### src/rtl/txf_pkg.sv
package txf_pkg;
    localparam int unsigned NUM_BUFS = 2;
    typedef logic [1:0] pcnt_t;
endpackage

### src/rtl/txf_fill.sv
module txf_fill #(
    parameter int unsigned PKT_BYTES = 64,
    parameter int unsigned DATA_W    = 8,
    localparam int unsigned LEN_W    = $clog2(PKT_BYTES + 1),
    localparam int unsigned ADDR_W   = $clog2(PKT_BYTES)
) (
    input  logic              clk,
    input  logic              rst_n,
    input  logic              flush,
    input  logic              wr_en,
    input  logic [DATA_W-1:0] wr_data,
    input  logic              short_pkt,
    input  logic              full,
    output logic              mem_we,
    output logic              mem_sel,
    output logic [ADDR_W-1:0] mem_addr,
    output logic [DATA_W-1:0] mem_data,
    output logic              close,
    output logic [LEN_W-1:0]  close_len,
    output logic              ovf
);
    typedef struct packed {
        logic [LEN_W-1:0] wcnt;
        logic             wsel;
        logic             ovf;
    } fill_st_t;

    fill_st_t st_d, st_q;
    logic             accept;
    logic [LEN_W-1:0] next_len;

    always_comb begin
        st_d      = st_q;
        mem_we    = 1'b0;
        close     = 1'b0;
        accept    = wr_en && !full;
        next_len  = st_q.wcnt + LEN_W'(accept);
        close_len = next_len;
        if (flush) begin
            st_d = '0;
        end else begin
            if (wr_en && full) st_d.ovf = 1'b1;
            mem_we = accept;
            if (!full && ((accept && st_q.wcnt == LEN_W'(PKT_BYTES - 1)) || short_pkt)) begin
                close     = 1'b1;
                st_d.wcnt = '0;
                st_d.wsel = ~st_q.wsel;
            end else begin
                st_d.wcnt = next_len;
            end
        end
    end

    always_ff @(posedge clk) begin
        if (!rst_n) st_q <= '0;
        else        st_q <= st_d;
    end

    assign mem_sel  = st_q.wsel;
    assign mem_addr = st_q.wcnt[ADDR_W-1:0];
    assign mem_data = wr_data;
    assign ovf      = st_q.ovf;

    assert_full_write_R5: assert property (@(posedge clk) disable iff (!rst_n)
        (wr_en && full && !flush) |=> (ovf && $stable(st_q.wcnt)));

    assert_auto_close_R2: assert property (@(posedge clk) disable iff (!rst_n)
        (wr_en && !full && !flush && st_q.wcnt == LEN_W'(PKT_BYTES - 1)) |=> (st_q.wcnt == '0));

    assert_flush_fill_R8: assert property (@(posedge clk) disable iff (!rst_n)
        flush |=> (st_q.wcnt == '0 && !ovf));
endmodule

### src/rtl/txf_store.sv
module txf_store #(
    parameter int unsigned PKT_BYTES = 64,
    parameter int unsigned DATA_W    = 8,
    localparam int unsigned LEN_W    = $clog2(PKT_BYTES + 1),
    localparam int unsigned ADDR_W   = $clog2(PKT_BYTES),
    localparam int unsigned DEPTH    = txf_pkg::NUM_BUFS * PKT_BYTES
) (
    input  logic              clk,
    input  logic              rst_n,
    input  logic              we,
    input  logic              wsel,
    input  logic [ADDR_W-1:0] waddr,
    input  logic [DATA_W-1:0] wdata,
    input  logic              close,
    input  logic [LEN_W-1:0]  close_len,
    input  logic              rsel,
    input  logic [ADDR_W-1:0] raddr,
    output logic [DATA_W-1:0] rdata,
    output logic [LEN_W-1:0]  head_len
);
    logic [DATA_W-1:0] mem_q [DEPTH];
    logic [LEN_W-1:0]  len_q [txf_pkg::NUM_BUFS];

    always_ff @(posedge clk) begin
        if (we) mem_q[{wsel, waddr}] <= wdata;
    end

    for (genvar b = 0; b < int'(txf_pkg::NUM_BUFS); b++) begin : g_len
        logic [LEN_W-1:0] len_d;
        always_comb begin
            len_d = len_q[b];
            if (close && wsel == 1'(b)) len_d = close_len;
        end
        always_ff @(posedge clk) begin
            if (!rst_n) len_q[b] <= '0;
            else        len_q[b] <= len_d;
        end
    end

    assign rdata    = mem_q[{rsel, raddr}];
    assign head_len = len_q[rsel];

    assert_len_bound_R3: assert property (@(posedge clk) disable iff (!rst_n)
        close |-> (close_len <= LEN_W'(PKT_BYTES)));
endmodule

### src/rtl/txf_drain.sv
module txf_drain #(
    parameter int unsigned PKT_BYTES = 64,
    localparam int unsigned LEN_W    = $clog2(PKT_BYTES + 1),
    localparam int unsigned ADDR_W   = $clog2(PKT_BYTES)
) (
    input  logic                clk,
    input  logic                rst_n,
    input  logic                flush,
    input  logic                close,
    input  logic                rd_en,
    input  logic                pkt_sent,
    input  logic [LEN_W-1:0]    head_len,
    output logic                rsel,
    output logic [ADDR_W-1:0]   raddr,
    output logic                rd_valid,
    output logic                rd_last,
    output logic                full,
    output txf_pkg::pcnt_t      cnt
);
    typedef struct packed {
        txf_pkg::pcnt_t   cnt;
        logic             rsel;
        logic [LEN_W-1:0] rptr;
    } drain_st_t;

    drain_st_t st_d, st_q;
    logic      pop;

    always_comb begin
        rd_valid = (st_q.cnt != '0) && (st_q.rptr < head_len);
        rd_last  = rd_valid && (st_q.rptr == head_len - 1'b1);
        pop      = pkt_sent && (st_q.cnt != '0);
        st_d     = st_q;
        if (flush) begin
            st_d = '0;
        end else begin
            if (pop) begin
                st_d.rsel = ~st_q.rsel;
                st_d.rptr = '0;
            end else if (rd_en && rd_valid) begin
                st_d.rptr = st_q.rptr + 1'b1;
            end
            case ({close, pop})
                2'b10:   st_d.cnt = st_q.cnt + 1'b1;
                2'b01:   st_d.cnt = st_q.cnt - 1'b1;
                default: st_d.cnt = st_q.cnt;
            endcase
        end
    end

    always_ff @(posedge clk) begin
        if (!rst_n) st_q <= '0;
        else        st_q <= st_d;
    end

    assign rsel  = st_q.rsel;
    assign raddr = st_q.rptr[ADDR_W-1:0];
    assign full  = (st_q.cnt == 2'd2);
    assign cnt   = st_q.cnt;

    assert_cnt_bound_R4: assert property (@(posedge clk) disable iff (!rst_n)
        st_q.cnt <= 2'd2);

    assert_last_ends_R6: assert property (@(posedge clk) disable iff (!rst_n)
        (rd_en && rd_last && !pkt_sent && !flush) |=> !rd_valid);

    assert_sent_drops_R7: assert property (@(posedge clk) disable iff (!rst_n)
        (pkt_sent && st_q.cnt != '0 && !close && !flush) |=> (st_q.cnt == $past(st_q.cnt) - 1'b1));

    assert_idle_sent_R9: assert property (@(posedge clk) disable iff (!rst_n)
        (pkt_sent && st_q.cnt == '0 && !close && !flush) |=> (st_q.cnt == '0));

    assert_flush_drain_R8: assert property (@(posedge clk) disable iff (!rst_n)
        flush |=> (st_q.cnt == '0 && !rd_valid));
endmodule

### src/rtl/bulkin_txfifo.sv
module bulkin_txfifo #(
    parameter int unsigned PKT_BYTES = 64,
    parameter int unsigned DATA_W    = 8,
    localparam int unsigned LEN_W    = $clog2(PKT_BYTES + 1),
    localparam int unsigned ADDR_W   = $clog2(PKT_BYTES)
) (
    input  logic              clk,
    input  logic              rst_n,
    input  logic              flush,
    input  logic              wr_en,
    input  logic [DATA_W-1:0] wr_data,
    input  logic              short_pkt,
    output logic              ovf_err,
    output logic              svc_req,
    output logic [1:0]        pkt_cnt,
    input  logic              rd_en,
    output logic [DATA_W-1:0] rd_data,
    output logic              rd_valid,
    output logic              rd_last,
    input  logic              pkt_sent
);
    logic              full;
    logic              mem_we, mem_sel, close, rsel;
    logic [ADDR_W-1:0] mem_addr, raddr;
    logic [DATA_W-1:0] mem_data;
    logic [LEN_W-1:0]  close_len, head_len;

    txf_fill #(.PKT_BYTES(PKT_BYTES), .DATA_W(DATA_W)) i_fill (
        .clk(clk), .rst_n(rst_n), .flush(flush), .wr_en(wr_en), .wr_data(wr_data),
        .short_pkt(short_pkt), .full(full), .mem_we(mem_we), .mem_sel(mem_sel),
        .mem_addr(mem_addr), .mem_data(mem_data), .close(close),
        .close_len(close_len), .ovf(ovf_err)
    );

    txf_store #(.PKT_BYTES(PKT_BYTES), .DATA_W(DATA_W)) i_store (
        .clk(clk), .rst_n(rst_n), .we(mem_we), .wsel(mem_sel), .waddr(mem_addr),
        .wdata(mem_data), .close(close), .close_len(close_len), .rsel(rsel),
        .raddr(raddr), .rdata(rd_data), .head_len(head_len)
    );

    txf_drain #(.PKT_BYTES(PKT_BYTES)) i_drain (
        .clk(clk), .rst_n(rst_n), .flush(flush), .close(close), .rd_en(rd_en),
        .pkt_sent(pkt_sent), .head_len(head_len), .rsel(rsel), .raddr(raddr),
        .rd_valid(rd_valid), .rd_last(rd_last), .full(full), .cnt(pkt_cnt)
    );

    assign svc_req = !full;

    assert_full_blocks_close_R5: assert property (@(posedge clk) disable iff (!rst_n)
        full |-> !close);

    assert_pingpong_R7: assert property (@(posedge clk) disable iff (!rst_n)
        (pkt_cnt == 2'd1 && !flush) |-> (mem_sel != rsel));
endmodule

### config.mk
export PLATFORM = sky130hd
export DESIGN_NAME = bulkin_txfifo
export DESIGN_NICKNAME = d
export VERILOG_FILES = /design/src/rtl/txf_pkg.sv /design/src/rtl/txf_fill.sv /design/src/rtl/txf_store.sv /design/src/rtl/txf_drain.sv /design/src/rtl/bulkin_txfifo.sv
export SDC_FILE = /design/constraint.sdc
export NUM_CORES = 1
export LEC_CHECK = 0
export CAP_MARGIN = 20
export CORE_ASPECT_RATIO = 1.25
export CORE_MARGIN = 1
export CORE_UTILIZATION = 57
export CTS_CLUSTER_SIZE = 25
export DETAILED_ROUTE_END_ITERATION = 8
export GPL_TIMING_DRIVEN = 1
export PLACE_DENSITY_LB_ADDON = 0.15
export SKIP_CTS_REPAIR_TIMING = 1
export SLEW_MARGIN = 20
export SYNTH_ARGS = -nofsm -noshare
export SYNTH_HDL_FRONTEND = slang
export SYNTH_SLANG_ARGS = --single-unit
### constraint.sdc
create_clock -name clk -period 2.85 [get_ports clk]
set_input_delay 0.57 -clock clk [delete_from_list [all_inputs] [get_ports clk]]
set_output_delay 0.57 -clock clk [all_outputs]
set_load 0.01 [all_outputs]
==> metrics, run 1 <==
final hold vios 0; Post-Syn Instances 2135; Arrival @ worst endpoint 3.29 ns; layout cells sized above 1 33.4%; net count after synthesis 2162; Max FO, Critical Path 6; CTS tree done; most common cell after layout, fill and taps aside edfxtp_1; Ports 29; Crit path required time 2.28 ns; Lkg Pwr 16.1 nW; Syn Area/Cell 19.6 sq um; #FFs+latches synth 1058; Synth area leaders edfxtp_1, mux4_2, mux2i_1; 1st-pass router iterations 5; Synth warnings 0; fill count 4514; final setup fails 10; number of synthesized flops with an enable pin 1038; Core Area 72300 sq um; Area after DPL 46100 sq um; clk slew on worst S/H paths 0.06 ns; CTS Buf Count 98; worst setup margin -1.01 ns; vias 22700; commonest non-fill, non-tap cells in the layout edfxtp_1, buf_4, mux4_2, nor2_1, mux2i_1; maxcap violations 0; crit path time final 3.86 ns; die area 74400 sq um; ant diodes 0; pre-CTS WS -1.10 ns; Max clock buf depth 3; final cell count without fillers 3623; DRC Markers 0; Slew Viols, Final 0; Die W 244 microns; asr flop ratio synth 0%; vias in the first global route 23100; total chip power 30.8 mW; initial antenna violation count 0; Finished Cell Area 50200 sq um; dpl hpwl 69.0 mm; Vias/cell 6.25; share of the synthesized area in the top cell type 74.6%; IO buf count 28; largest net degree at the start of global routing 78; Slew @ Worst Pin 0.854 ns; placed cell count 3411; H-tree depth 3; Hold WC Path Type in2reg; num rows 110; GRT Total Usage 28.6%; total routed wirelength 106 mm; area delta synth->final 20.3%; sequential fraction of the synthesis area 75.6%; setup TNS -8.62 ns; clk root buf clkbuf_16; Layout Skew 0.0193 ns; status finished, violations left; clock sinks 1058; Startpoint Class register; worst hold slack 0.249 ns; first-pass GRT wire length 153 mm; final global-route overflow total 0; routed wire length per instance 29.3 microns; utilization after layout 69.5%; pwr/cell area 613 nW/um^2; library cells used by synthesis 57; Worst VDD drop 0.000540 V; cell accounting for the most synthesized area edfxtp_1; ys flop type edfxtp_1; Iter 0 DRT Violations 2344; Initial Util 57.8%; RD Place Congestion 0.916; fin nets 2621; CP endpoint kind output pin; worst reg2reg setup slack 0.07 ns; Fmax achieved 259 MHz; CP Class reg2out; period utilisation layout 136%; synthesized area 41800 sq um; unrepaired setup endpoints after global routing yes; relative max-transition margin 42.9%; DRT antenna net count 0; worst skew pair latency 0.67 ns; Die Y 305 microns; failing checks negative setup slack
flip-flops by register name (all words and copies together), names as in the netlist, named ones only:
signal	flops
i_drain.cnt	2
i_drain.raddr	6
i_drain.rsel	1
i_drain.st_q	1
i_fill.mem_addr	6
i_fill.mem_sel	1
i_fill.ovf	1
i_fill.st_q	1
i_store.len_q	14
i_store.mem_q	1024
synth_stat cells, types with 3 or more instances:
master     number
xnor2_1        13
a211oi_1       19
ha_1           12
o211ai_1       11
buf_1           3
mux2i_1       165
buf_2          36
a2111oi_2       4
inv_1           7
clkbuf_1       31
clkbuf_4        4
and2_1          4
a21oi_1        55
nand2b_1        8
nor3b_1         3
nor2_1        175
o221ai_1       13
buf_12          3
a31oi_1        16
a22oi_1        33
dfxtp_1        20
a221oi_1        6
nor3_1         14
o22ai_1        20
o21ai_0        20
buf_4          22
edfxtp_1     1038
buf_6          17
or4_1           3
nand3_1        25
a22o_1          3
mux4_2        197
xor2_1          8
nor2b_1        18
nand2_1        78
routing by layer:
layer | vias up | routed length [microns] | GRT usage [%]
met5 | - | 0 | 0
met4 | 0 | 4210 | 12.4
met3 | 205 | 8720 | 4.76
met2 | 1097 | 53600 | 47.8
met1 | 11700 | 39700 | 37.3
li1 | 9614 | - | -
worst max-delay path: stages (launching register included):
cell and delay [ns]:
dfxtp_4 0.45, buf_6 0.13, buf_12 0.13, buf_4 0.12, mux4_2 0.52, mux2i_2 0.19, nor2_2 0.09, a2111oi_4 0.28
nor3_4 0.12, nor3_2 0.20, nor2_4 0.08, buf_4 0.13, dlymetal6s2s_1 0.16
final cells by class:
class | count | area [sq um] | share of cell area (%)
Clock inverter | 53 | 547 | 1.09
Timing Repair Buffer | 478 | 4350 | 8.67
Multi-Input combinational cell | 950 | 9930 | 19.8
Tap cell | 952 | 1190 | 2.37
Sequential cell | 1058 | 31600 | 62.9
Clock buffer | 124 | 2600 | 5.18
Inverter | 8 | 37.5 | 0.0747
cell families (layout without fill, tap and decap cells):
family          count (synthesis)  in the layout  synth area share, %
compound gates                214            214                 3.46
xor+xnor                       21             21                0.440
fa+ha+maj                      12             12                0.359
buf+inv                       127            663                 1.98
flops                        1058           1058                 75.6
mux                           365            365                 14.7
simple gates                  338            338                 3.47
worst paths after layout:
path | cells after the start | endpoint | startpoint
worst min-delay path | 1 | i_store.mem_q[41][0] | wr_data[0]
worst max register to register | 15 | i_drain.raddr[5] | i_drain.raddr[0]
worst max-delay path | 12 | rd_data[0] | i_drain.raddr[0]
worst min register to register | 2 | i_fill.ovf | i_fill.ovf
power breakdown:
part / internal, mW / switching, mW
logic: 0.241 / 0.479
registers: 17.1 / 0.0101
clock network: 7.38 / 5.61
total: 24.7 / 6.10
No activity file was read; power rests on OpenSTA's default activity.
==> run 2: changes to the inputs <==
CORE_ASPECT_RATIO = default   (was 1.25)
==> metrics, run 2 (synthesized netlist as in run 1, its figures left out) <==
status finished, violations left (unchanged); failing checks negative setup slack (unchanged); dpl hpwl 67.7 mm (was 69.0 mm); met2 WL 53.4 mm (was 53.6 mm); Startpoint Class register (unchanged); register area 31600 sq um (about the same); IO buf count 28 (unchanged); CP endpoint kind output pin (unchanged); relative max-transition margin 52.3% (was 42.9%); unrepaired setup endpoints after global routing yes (unchanged); fill count 4252 (was 4514); CP Class reg2out (unchanged); Core Area 72000 sq um (was 72300 sq um); Min-Delay Endpoint i_store.mem_q[11][7] (was i_store.mem_q[41][0]); Max FO, Critical Path 7 (was 6); pwr/cell area 607 nW/um^2 (was 613 nW/um^2); area delta synth->final 23.2% (was 20.3%); Layout Skew 0.0310 ns (was 0.0193 ns); period utilisation layout 133% (was 136%); commonest non-fill, non-tap cells in the layout edfxtp_1, buf_4, mux4_2, nor2_1, mux2i_1 (unchanged); Top reg by flops i_store.mem_q (unchanged); 1st-pass router iterations 5 (unchanged); RR Startpoint i_drain.raddr[0] (unchanged); origin of the worst min-delay path wr_data[7] (was wr_data[0]); Slew @ Worst Pin 0.716 ns (was 0.854 ns); Slew Viols, Final 0 (unchanged); routed wire length per instance 28.8 microns (was 29.3 microns); Ports 29 (unchanged); Iter 0 DRT Violations 2671 (was 2344); worst setup margin -0.938 ns (was -1.01 ns); worst skew pair latency 0.68 ns (was 0.67 ns); worst reg2reg setup slack 0.14 ns (was 0.07 ns); Die W 273 microns (was 244 microns); RD Place Congestion 0.879 (was 0.916); initial antenna violation count 0 (unchanged); number of flip-flops in the largest register 1024 (unchanged); met3 WL post-DR 9.13 mm (was 8.72 mm); Worst Hold Depth 1 (unchanged); Worst R2R Path Depth 16 (was 15); Arrival @ worst endpoint 3.22 ns (was 3.29 ns); H-tree depth 3 (unchanged); most common cell after layout, fill and taps aside edfxtp_1 (unchanged); metal1 wirelength 41.2 mm (was 39.7 mm); final hold vios 0 (unchanged); CTS Buf Count 104 (was 98); vias 23000 (was 22700); maxcap violations 0 (unchanged); clk slew on worst S/H paths 0.06 ns (about the same); largest net degree at the start of global routing 84 (was 78); Hold WC Path Type in2reg (unchanged); utilization after layout 71.5% (was 69.5%); clk root buf clkbuf_16 (unchanged); Multi-input gate area 9970 sq um (was 9930 sq um); DRC Markers 0 (unchanged); num rows 98 (was 110); vias in the first global route 22900 (was 23100); first-pass GRT wire length 153 mm (about the same); crit path time final 3.79 ns (was 3.86 ns); setup TNS -8.25 ns (was -8.62 ns); Max clock buf depth 3 (unchanged); final global-route overflow total 0 (unchanged); Worst VDD drop 0.000701 V (was 0.000540 V); R2R Path End i_drain.raddr[5] (unchanged); ant diodes 0 (unchanged); Top Layer Used met4 (unchanged); DRT antenna net count 0 (unchanged); biggest regs i_store.mem_q (1024), i_store.len_q (14) (unchanged); Initial Util 58.0% (was 57.8%); clock sinks 1058 (unchanged); Fmax achieved 264 MHz (was 259 MHz); total routed wirelength 107 mm (was 106 mm); Crit path required time 2.28 ns (about the same); layout cells sized above 1 36.2% (was 33.4%); die area 74400 sq um (about the same); GRT Total Usage 28.7% (was 28.6%); CTS tree done (unchanged); final setup fails 10 (unchanged); Die Y 273 microns (was 305 microns); fin nets 2723 (was 2621); Lkg Pwr 16.8 nW (was 16.1 nW); Vias/cell 6.17 (was 6.25)
==> run 2: changes by cell type in the layout (fill, tap and decap cells not counted), sizes merged <==
| cell | change |
|---|---|
| buf | +92 |
| bufinv | -1 |
| clkbuf | +9 |
| dlymetal6s2s | -2 |
| clkinvlp | +1 |
| inv | -6 |
| clkinv | +20 |
==> run 2: critical path, cell delays in order (launching register included) <==
cell	delay [ns]
dfxtp_4	0.44
buf_12	0.16
buf_12	0.14
buf_6	0.11
mux4_2	0.48
a22o_1	0.26
a2111oi_4	0.37
a211oi_4	0.11
nor3_2	0.27
nor2_4	0.08
buf_6	0.13
==> run 2: through the flow <==
stage          instances  hold slack (ns)  cell area, sq um  power (mW)  setup slack, ns
5_1_grt             3734            0.368             51500        32.0            -1.02
6_report            3734            0.372             51500        31.3           -0.938
2_1_floorplan       2135            0.487             41800        17.6           0.0145
4_1_cts             3620            0.341             49600        31.3            -1.72
3_5_place_dp        3426            0.489             46200        18.1           -0.943
3_3_place_gp        3426            0.450             46200        18.1           -0.961
==> run 2: layout make-up <==
type	count	area share, %
flip-flops and latches	1058	61.4
multi-input cells	950	19.4
repair buffers	574	10.4
clock buffers	127	5.32
well taps	950	2.31
clock inverters	67	1.18
inverters	8	0.0826
==> run 2: worst max path at each step <==
stage          slack [ns]         end        startpoint
2_1_floorplan        0.01     rd_last  i_drain.raddr[0]
3_5_place_dp        -0.94  rd_data[1]  i_drain.raddr[3]
4_1_cts             -1.72  rd_data[1]  i_drain.raddr[3]
5_1_grt             -1.02  rd_data[3]  i_drain.raddr[0]
6_report            -0.94  rd_data[4]  i_drain.raddr[0]
3_3_place_gp        -0.96  rd_data[4]  i_drain.raddr[3]
==> run 2: routing by layer <==
| layer | vias up | GRT usage [%] |
|---|---|---|
| met5 | - | 0 |
| met4 | 0 | 9.96 |
| met3 | 201 | 5.18 |
| met2 | 1104 | 47.0 |
| met1 | 11900 | 39.0 |
| li1 | 9837 | - |
==> run 2: power by group <==
group | internal [mW] | leakage, nW | switching, mW
logic | 0.256 | 5.61 | 0.478
registers | 17.1 | 9.51 | 0.0101
clock network | 7.67 | 1.64 | 5.78
